`config.mk`:
```
export PLATFORM = sky130hd
export DESIGN_NAME = cgpio_regblk
export DESIGN_NICKNAME = d
export VERILOG_FILES = /design/src/rtl/cgpio_pkg.sv /design/src/rtl/cgpio_addr_dec.sv /design/src/rtl/cgpio_line_eval.sv /design/src/rtl/cgpio_regblk.sv
export SDC_FILE = /design/constraint.sdc
export NUM_CORES = 1
export LEC_CHECK = 0
export CORE_MARGIN = 1.5
export CORE_UTILIZATION = 30
export CTS_CLUSTER_DIAMETER = 150
export CTS_CLUSTER_SIZE = 20
export DETAILED_ROUTE_END_ITERATION = 8
export DONT_BUFFER_PORTS = 1
export SYNTH_ARGS = -nofsm -noshare
export SYNTH_HDL_FRONTEND = slang
export SYNTH_SLANG_ARGS = --single-unit
```
`constraint.sdc`:
```
create_clock -name clk -period 2.83 [get_ports clk]
set_input_delay 0.4245 -clock clk [delete_from_list [all_inputs] [get_ports clk]]
set_output_delay 0.4245 -clock clk [all_outputs]
set_load 0.05 [all_outputs]
```
`src/rtl/cgpio_pkg.sv`:
```
package cgpio_pkg;

    localparam int REG_W = 16;

    typedef logic [REG_W-1:0] reg_t;

    localparam int   PWR_TRIG_BIT   = 7;
    localparam reg_t PWR_FORCE_MASK = 16'h8040;
    localparam reg_t STATUS_VALUE   = 16'h0002;

    typedef enum logic [3:0] {
        SEL_CFG0,
        SEL_CFG1,
        SEL_STAT,
        SEL_PWR,
        SEL_CFG2,
        SEL_IRQRAW,
        SEL_IRQMSK,
        SEL_IRQSTS,
        SEL_DIR,
        SEL_LVL,
        SEL_LVL_ALT,
        SEL_NONE
    } reg_sel_e;

    typedef struct packed {
        reg_t cfg0;
        reg_t cfg1;
        reg_t pwr;
        reg_t cfg2;
        reg_t irq_raw;
        reg_t irq_msk;
        reg_t irq_sts;
        reg_t dir;
        reg_t lvl;
        reg_t drv;
        reg_t chg;
    } blk_state_t;

endpackage

```
`src/rtl/cgpio_addr_dec.sv`:
```
module cgpio_addr_dec
    import cgpio_pkg::*;
#(
    parameter int ADDR_W = 12
) (
    input  logic [ADDR_W-1:0] addr,
    output reg_sel_e          sel
);
    localparam int IW = ADDR_W - 2;

    always_comb begin
        sel = SEL_NONE;
        if (addr[1:0] == 2'b00) begin
            case (addr[ADDR_W-1:2])
                IW'(0):  sel = SEL_CFG0;
                IW'(1):  sel = SEL_CFG1;
                IW'(2):  sel = SEL_STAT;
                IW'(3):  sel = SEL_PWR;
                IW'(4):  sel = SEL_CFG2;
                IW'(5):  sel = SEL_IRQRAW;
                IW'(6):  sel = SEL_IRQMSK;
                IW'(7):  sel = SEL_IRQSTS;
                IW'(8):  sel = SEL_DIR;
                IW'(9):  sel = SEL_LVL;
                IW'(10): sel = SEL_LVL_ALT;
                default: sel = SEL_NONE;
            endcase
        end
    end
endmodule

```
`src/rtl/cgpio_line_eval.sv`:
```
module cgpio_line_eval
    import cgpio_pkg::*;
(
    input  reg_t dir_q,
    input  reg_t lvl_q,
    input  reg_t drv_q,
    input  logic wr_dir,
    input  logic wr_lvl,
    input  reg_t wdata,
    input  reg_t ext_en,
    input  reg_t ext_val,
    output reg_t dir_d,
    output reg_t lvl_d,
    output reg_t drv_d,
    output reg_t chg_d
);
    reg_t lvl_ext;

    for (genvar i = 0; i < REG_W; i++) begin : g_line
        assign lvl_ext[i] = ext_en[i] ? ext_val[i] : lvl_q[i];
    end

    always_comb begin
        dir_d = dir_q;
        lvl_d = lvl_ext;
        if (wr_dir) begin
            dir_d = wdata;
        end
        if (wr_lvl) begin
            lvl_d = wdata & dir_q;
        end
        drv_d = (wr_dir || wr_lvl) ? (lvl_d & dir_d) : drv_q;
        chg_d = drv_d ^ drv_q;
    end
endmodule

```
`src/rtl/cgpio_regblk.sv`:
```
module cgpio_regblk
    import cgpio_pkg::*;
#(
    parameter int ADDR_W = 12,
    parameter int DATA_W = 32
) (
    input  logic              clk,
    input  logic              rst,
    input  logic [ADDR_W-1:0] bus_addr,
    input  logic              bus_we,
    input  logic [DATA_W-1:0] bus_wdata,
    input  logic              bus_re,
    output logic [DATA_W-1:0] bus_rdata,
    input  logic [15:0]       ext_en,
    input  logic [15:0]       ext_val,
    output logic [15:0]       gpio_out,
    output logic [15:0]       gpio_chg
);
    localparam int PAD_W = DATA_W - REG_W;

    blk_state_t        st_d, st_q;
    logic [DATA_W-1:0] rdata_d, rdata_q;
    reg_sel_e          sel;
    reg_t              wd;
    reg_t              rd_word;
    logic              wr_dir, wr_lvl;
    reg_t              ln_dir_d, ln_lvl_d, ln_drv_d, ln_chg_d;

    assign wd = bus_wdata[REG_W-1:0];

    cgpio_addr_dec #(.ADDR_W(ADDR_W)) u_dec (
        .addr (bus_addr),
        .sel  (sel)
    );

    assign wr_dir = bus_we && (sel == SEL_DIR);
    assign wr_lvl = bus_we && ((sel == SEL_LVL) || (sel == SEL_LVL_ALT));

    cgpio_line_eval u_lines (
        .dir_q   (st_q.dir),
        .lvl_q   (st_q.lvl),
        .drv_q   (st_q.drv),
        .wr_dir  (wr_dir),
        .wr_lvl  (wr_lvl),
        .wdata   (wd),
        .ext_en  (ext_en),
        .ext_val (ext_val),
        .dir_d   (ln_dir_d),
        .lvl_d   (ln_lvl_d),
        .drv_d   (ln_drv_d),
        .chg_d   (ln_chg_d)
    );

    always_comb begin
        case (sel)
            SEL_CFG0:    rd_word = st_q.cfg0;
            SEL_CFG1:    rd_word = st_q.cfg1;
            SEL_STAT:    rd_word = STATUS_VALUE;
            SEL_PWR:     rd_word = st_q.pwr;
            SEL_CFG2:    rd_word = st_q.cfg2;
            SEL_IRQRAW:  rd_word = st_q.irq_raw;
            SEL_IRQMSK:  rd_word = st_q.irq_msk;
            SEL_IRQSTS:  rd_word = st_q.irq_sts;
            SEL_DIR:     rd_word = st_q.dir;
            SEL_LVL,
            SEL_LVL_ALT: rd_word = st_q.lvl;
            default:     rd_word = '0;
        endcase
    end

    always_comb begin
        st_d     = st_q;
        st_d.dir = ln_dir_d;
        st_d.lvl = ln_lvl_d;
        st_d.drv = ln_drv_d;
        st_d.chg = ln_chg_d;
        if (bus_we) begin
            case (sel)
                SEL_CFG0:   st_d.cfg0    = wd;
                SEL_CFG1:   st_d.cfg1    = wd;
                SEL_PWR:    st_d.pwr     = wd[PWR_TRIG_BIT] ? (wd | PWR_FORCE_MASK) : wd;
                SEL_CFG2:   st_d.cfg2    = wd;
                SEL_IRQRAW: st_d.irq_raw = wd;
                SEL_IRQMSK: st_d.irq_msk = wd;
                SEL_IRQSTS: st_d.irq_sts = wd;
                default:    ;
            endcase
        end
        rdata_d = bus_re ? {{PAD_W{1'b0}}, rd_word} : '0;
    end

    always_ff @(posedge clk) begin
        if (rst) begin
            st_q    <= '0;
            rdata_q <= '0;
        end else begin
            st_q    <= st_d;
            rdata_q <= rdata_d;
        end
    end

    assign bus_rdata = rdata_q;
    assign gpio_out  = st_q.drv;
    assign gpio_chg  = st_q.chg;
endmodule

```
Yosys cells after proc, flatten, opt, wreduce, memory -nomap -nowiden:

Memories as Yosys holds them, arrays and structs flattened.
Cells that the tools add are included.

* reductions and logical operators: 16
* bitwise gates (word level): 4
* eq/ne operators: 10
* multiplexer cells: 23

Operators with widths (number)
* one-hot mux 16 bit (10 select lines): 1
* two-way mux 16 bit: 4
* bitwise AND 16 bit: 2
* == test 4 x 3 -> 1 bit (second input constant): 4
* two-way mux 1 bit: 16
* XOR 16 bit: 1
* AND reduction 2 bit: 7
* == test 4 bit (second input constant): 3
* == test 4 x 2 -> 1 bit (second input constant): 2
* two-way mux 4 bit: 2
* zero test 6 bit: 1
* == test 4 x 1 -> 1 bit (second input constant): 1
* zero test 4 bit: 1
* OR reduction 2 bit: 2
* logical AND 1 bit: 2
* zero test 2 bit: 1
* logical OR 1 bit: 2
* inverter 1 bit: 1

* bits in registers: 208
* memory bits (read-only): 64
* memories kept: 1
* logic and storage cells: 67
* output and inout bits: 64
* bits of input ports: 80

Memories
* (no name shown): words 16, width 4, rd ports 1, clocked after Yosys merged registers in 0, wr ports 0, line cgpio_addr_dec.sv:14 `case (addr[ADDR_W-1:2])`

Depth between registers and ports, before layout:

Gate-level depths: netlist of run 1.

* depth in word-level cells: 10
* depth in mapped cells: 9
* mapped depth without buffers: 5

Modules after synthesis:

A second synthesis of run 1 with hierarchy kept.

* cell total of the unflattened synthesis: 1051
* area, all modules: 9584.2 um^2

By module, submodules not included
* cgpio_regblk: area each 7960.1 um^2, cells each 870, instances 1
* cgpio_line_eval: area each 1561.5 um^2, cells each 173, instances 1
* cgpio_addr_dec: area each 62.6 um^2, cells each 8, instances 1

Worst setup path after synthesis of run 1:

No wires, ideal clock.

* kind: input -> register
* start point: input bus_addr[9]
* end point: register st_q[150] (netlist bit)
* data arrival time: 1.872 ns
* path buffers: 1
* required time: 2.702 ns
* setup slack: 0.831 ns
* stages: 6
* cell sequence: nor4_2 nand3_1 nor3_4 buf_6 mux2i_1 nor2_1

* longest elaborated chain between the ends: 5

RTL lines
* start, declared: line cgpio_regblk.sv:9 `input logic [ADDR_W-1:0] bus_addr,`
* zero test 6 bit: line cgpio_addr_dec.sv:14
* two-way mux 4 bit: line cgpio_addr_dec.sv:14
* two-way mux 4 bit: line cgpio_addr_dec.sv:13 `if (addr[1:0] == 2'b00) begin`
* == test 4 x 1 -> 1 bit: line cgpio_regblk.sv:78 `case (sel)`
* AND reduction 2 bit (no line)
* end signal, assigned: line cgpio_regblk.sv:97 `st_q <= st_d;`
* end, declared: line cgpio_regblk.sv:21 `blk_state_t st_d, st_q;`

Every way passes these cells.
A chain may end at the register's enable or synchronous reset.

Worst setup path after layout of run 1:

* start point: input bus_addr[9]
* end point: register st_q (netlist bit gpio_out[13])

* longest elaborated chain between the ends: 9
* elaborated cells on any way between the ends: 14

RTL lines
* zero test 6 bit (*): line cgpio_addr_dec.sv:14
* two-way mux 4 bit (*): line cgpio_addr_dec.sv:14
* two-way mux 4 bit (*): line cgpio_addr_dec.sv:13
* == test 4 bit: line cgpio_regblk.sv:37 `assign wr_lvl = bus_we && ((sel == SEL_LVL) || (sel == SEL_LVL_ALT));`
* logical OR 1 bit: line cgpio_regblk.sv:37
* logical AND 1 bit: line cgpio_regblk.sv:37
* two-way mux 16 bit: line cgpio_line_eval.sv:29 `if (wr_lvl) begin`
* bitwise AND 16 bit: line cgpio_line_eval.sv:32 `drv_d = (wr_dir || wr_lvl) ? (lvl_d & dir_d) : drv_q;`
* two-way mux 16 bit (*): line cgpio_line_eval.sv:32

Every way passes the cells marked *; elsewhere a longest branch is shown, timed or not.

==> out/metrics.csv, run 1 <==
metric,value,unit
path_class,primary input to flip-flop,
cts-buffers-inserted,17,
seq_area_frac_synth,43.7,%
drtIter0Drc,693,
ir_drop,461,uV
syn-instance-count,1022,
hp-class,primary input to flip-flop,
synth_cell_types,53,
worst_ep_arrival_time,2.13,ns
port_buffers,0,
cts_resized,0,
ant_nets,0,
root_buffer,clkbuf_16,
p_leak,3.23,nW
hold_buffers,0,
fin_tns_setup,0,ns
async_flop_share,0,%
final_nets,1038,
syn_area_per_cell,8.61,sq um
track_usage,16.3,%
power_frac_seq,48.3,%
place_hpwl,16.7,mm
critPathCapture,gpio_out[13]$_SDFF_PP0_,
setup_violations,0,
power_frac_clock,48.5,%
final_common_cell,nand2_1,
p_int,4.43,mW
synth_edf_count,0,
regArea,3840,sq um
netlist_area,8800,sq um
grt_first_pass_wirelength,38.4,mm
cap_violations,0,
fin_crit,1.85,ns
boundaryPins,144,
core-area,28800,sq um
final_util,33.0,%
status,completed,
crit_path_start,bus_addr[9],
cts_tree,built,
grtUsageMet2,26.7,%
start_kind,primary input,
clock-sinks,192,
path_clk_slew,0.07,ns
first_pass_iters,6,
ys_warn_count,0,
drv_slew,0,
start_util,30.6,%
grt_start_max_net_pins,149,
post_cts_buffers,0,
switching_share,21.4,%
ys_ff_latch,192,
clock_skew,0.00873,ns
r2r_start,st_q[100]$_SDFFE_PP0P_,
clock_latency,0.44,ns
via_per_inst,5.10,
area_growth,7.85,%
synth_top_flop_cell,dfxtp_1,
hold_depth,1,
fmax,541,MHz
htreeDepth,4,
path_max_fanout,16,
drcViolationCount,0,
p_comb_share,3.3,%
r2r_setup_slack,1.43,ns
use_met1,21.1,%
dieArea,30400,sq um
rr_endpoint,bus_rdata[4]$_SDFF_PP0_,
p_per_area,595,nW/um^2
std_cell_rows,62,
grt_pass1_vias,6593,
grtUsageMet3,4.77,%
diodes,0,
r2r_cells,3,
die_x,174,microns
wl_per_cell,18.2,microns
grt_antenna_before_repair,0,
wirelength,24.7,mm
tightest_slew,0.979,ns
grt_remaining_overflow,0,
busiest_layer,met2,
die_y,174,microns
multi_input_area,4250,sq um
globalplace.congestion,0.811,
rsz0062_at_grt,no,
critPathCaptureType,flip-flop,
worst_ep_required_time,3.11,ns
fillers,2975,
final_cell_mix,"nand2_1 (218), dfxtp_1 (192), nor2_1 (111), a21oi_1 (106), mux2i_1 (88)",
relSlewSlack,34.6,%
clk_path_buf_depth,2,
drive_above_1_share,10.1,%
vias,6913,
switching_power,1.21,mW
finalHoldViolations,0,
fin_crit_sh,65.3,%
==> power by group through the flow <==
stage | registers, mW | logic, mW | clock network [mW]
2_1_floorplan | 2.78 | 0.248 | 0
3_5_place_dp | 2.79 | 0.183 | 0
3_3_place_gp | 2.79 | 0.181 | 0
4_1_cts | 2.72 | 0.184 | 2.77
5_1_grt | 2.72 | 0.196 | 2.89
6_report | 2.72 | 0.185 | 2.73
==> per-stage QoR <==
stage / hold slack (ns) / power (mW) / instances / worst slack (ns) / area [sq um]
floorplan: 0.428 / 3.03 / 1037 / 0.831 / 8850
global placement: 0.430 / 2.97 / 1323 / 0.606 / 8820
detailed placement: 0.438 / 2.97 / 1323 / 0.557 / 8820
CTS: 0.0547 / 5.68 / 1355 / 0.998 / 9490
global route: 0.0585 / 5.81 / 1355 / 0.881 / 9490
finish: 0.0778 / 5.64 / 1355 / 0.982 / 9490
==> Yosys cell counts (3+ instances only) <==
cell type    n  area, sq um
nand2_1    218          818
dfxtp_1    192         3840
nor2_1     111          417
a21oi_1    106          531
mux2i_1     88          881
buf_4       53          398
buf_2       40          200
clkbuf_1    29          109
mux2_2      21          236
o2bb2ai_1   19          166
xnor2_1     16          140
o221ai_1    14          123
a22oi_1     12         90.1
a31oi_1     11         68.8
nand3_1      8         40.0
nor3_1       8         40.0
a222oi_1     6         60.1
a32oi_1      5         43.8
mux4_2       5          113
and2_1       4         25.0
buf_6        4         45.0
nor2b_1      4         25.0
nand4_1      3         18.8
o211ai_1     3         22.5
o21ai_0      3         15.0
or3_1        3         18.8
==> layout make-up <==
cell class | count | share of cell area [%]
clock buffer | 21 | 4.96
multi-input combinational | 715 | 44.8
timing repair buffer | 30 | 2.51
sequential | 192 | 40.5
inverter | 2 | 0.0791
clock inverter | 11 | 2.11
tap | 384 | 5.06
==> flip-flops by register name, summed over array words and instances, names as in the netlist <==
name,cells
st_q,144
bus_rdata,16
gpio_chg,16
gpio_out,16
==> worst min-delay path by stage <==
stage	startpoint	to
finish	rst	st_q[127]$_SDFFE_PP0P_
floorplan	st_q[111]$_SDFFE_PP0P_	st_q[111]$_SDFFE_PP0P_
global placement	st_q[97]$_SDFFE_PP0P_	st_q[97]$_SDFFE_PP0P_
global route	rst	st_q[111]$_SDFFE_PP0P_
CTS	rst	st_q[32]$_SDFF_PP0_
detailed placement	st_q[96]$_SDFFE_PP0P_	st_q[96]$_SDFFE_PP0P_
==> critical path, cell delays in order <==
cell and delay [ns]:
or4_4 0.55, nor3_2 0.13, buf_4 0.28, a31oi_2 0.42
nand2_1 0.20, o221ai_1 0.12
==> cells by family after synthesis <==
group / count (synthesis) / synth area share (%)
mux: 114 / 14.0
flops: 192 / 43.7
xor+xnor: 17 / 1.69
simple gates: 384 / 18.6
other cells: 1 / 0.0426
buf+inv: 130 / 8.73
compound gates: 184 / 13.2
==> routing by layer <==
metal	up-vias	wire length [microns]
li1	3309	-
met1	3328	10900
met2	255	11700
met3	21	1870
met4	0	236
met5	-	0
No activity file was read; power rests on OpenSTA's default activity.
==> inputs of run 2 (changes only) <==
clock period = 1.8 ns   (was 2.83 ns; I/O delays follow)
==> run 2 against run 1 <==
  * Via count rose by 2.7%
  * Routed wire length rose by 3.3%
  * Die area did not move
  * Critical path type unchanged
  * Setup slack got worse by 0.96 ns
  * The flow now finishes with violations (negative hold slack)
  * Clock-buffer cell count rose by 1
  * Highest routed layer is now met5
  * Largest power group is now sequential cells
  * Flip-flop and latch count did not move
  * Worst hold slack got worse by 0.11 ns
==> out/metrics.csv, run 2 (synthesis results as in run 1) <==
metric,value,unit
htreeDepth,4,
stdcell_count,1411,
rsz0062_at_grt,yes,
final_cell_mix,"nand2_1 (218), dfxtp_1 (192), nor2_1 (111), a21oi_1 (106), mux2i_1 (88)",
vias,7097,
dieArea,30400,sq um
area_growth,15.9,%
worst_ep_arrival_time,2.10,ns
boundaryPins,144,
min_from,bus_wdata[4],
first_pass_iters,5,
top_register,st_q,
critPathCaptureType,flip-flop,
slowest_delay,0.55,ns
ir_drop,642,uV
dp.cells,1345,
wl_per_cell,18.1,microns
start_util,30.6,%
relSlewSlack,61.0,%
p_leak,3.63,nW
grt_pass1_vias,6840,
largest_reg_flops,144,
worst_ep_required_time,2.12,ns
drive_above_1_share,13.3,%
core-area,28800,sq um
ant_nets,0,
grt_remaining_overflow,0,
via_per_inst,5.03,
crit_chain,or3_1 > buf_6 > nor3_4 > buf_4 > buf_12 > mux2i_1 > nor2_1 > dlygate4sd3_1,
globalplace.congestion,0.846,
final_nets,1095,
status,"complete, but fails checks",
crit_path_start,bus_addr[5],
path_max_fanout,7,
r2r_start,st_q[40]$_SDFF_PP0_,
p_per_area,872,nW/um^2
final.setup.worst_slack,0.0211,ns
grt_first_pass_wirelength,39.6,mm
die_x,174,microns
clk_path_buf_depth,2,
cp_slowest_cell,dlygate4sd3_1,
power,8.89,mW
final_common_cell,nand2_1,
grt_start_max_net_pins,149,
clock_skew,0.00841,ns
drv_slew,0,
tightest_slew,0.584,ns
clock-sinks,192,
failed_checks,negative hold slack,
track_usage,16.8,%
drtIter0Drc,727,
place_hpwl,17.4,mm
drcViolationCount,0,
std_cell_rows,62,
whs,-0.0336,ns
clock_latency,0.44,ns
post-place-ws,-0.0597,ns
fin_crit_sh,98.8,%
port_buffers,0,
cap_violations,0,
start_kind,primary input,
die_y,174,microns
setup_violations,0,
fmax,562,MHz
path_clk_slew,0.07,ns
root_buffer,clkbuf_16,
finalHoldViolations,112,
cts-buffers-inserted,17,
cts_tree,built,
wirelength,25.5,mm
fin_crit,1.78,ns
hp-class,primary input to flip-flop,
diodes,0,
hold_buffers,28,
grt_antenna_before_repair,1,
path_class,primary input to flip-flop,
-- run 2: what timing repair did --
| item | CTS | global route |
|---|---|---|
| gates resized for setup | 0 | 4 |
| endpoints found under the setup margin | 0 | 13 |
| hold endpoints to repair | 144 | 124 |
| setup buffers | 0 | 14 |
-- run 2: metal layers --
metal / part of all wire, % / global-route usage, % / vias up
li1: - / - / 3421
met1: 43 / 21.1 / 3410
met2: 48 / 27.7 / 239
met3: 8.3 / 5.29 / 25
met4: 1.4 / 4.38 / 2
met5: 0.047 / 0 / -
-- run 2: report_power, final --
part	internal (mW)	total [mW]	switching, mW
combinational	0.150	0.335	0.185
clock	2.61	4.27	1.65
sequential	4.27	4.29	0.0185
-- run 2: final timing paths --
| path | to | slack, ns | cells after the start |
|---|---|---|---|
| worst min register to register | st_q[120]$_SDFFE_PP0P_ | 0.45 | 2 |
| worst max register to register | st_q[40]$_SDFF_PP0_ | 0.29 | 4 |
| worst max-delay path | st_q[147]$_SDFFE_PP0P_ | 0.02 | 8 |
| worst min-delay path | st_q[116]$_SDFFE_PP0P_ | -0.03 | 2 |
-- run 2: critical path, delay by kind of cell --
family                 cells  cell delay, ns
buffers and inverters      4            0.96
multiplexers               1            0.17
AND/OR/NAND/NOR            3            0.69
-- run 2: area by class of cell --
cell class	count	area (sq um)
fill	2904	18600
multi-input combinational	715	4270
sequential	192	3840
timing repair buffer	87	928
clock buffer	22	484
tap	384	480
clock inverter	9	178
inverter	2	7.51
-- run 2: per-stage QoR --
stage	area [sq um]	hold WS, ns	setup TNS (ns)	utilization, %
finish	10200	-0.0336	0	35.4
global route	10200	-0.0970	-0.0343	35.4
CTS	10100	-0.0946	0	35.2
detailed placement	9180	0.364	-1.93	31.9
global placement	9180	0.361	-1.78	31.9
floorplan	8880	0.428	-0.567	-
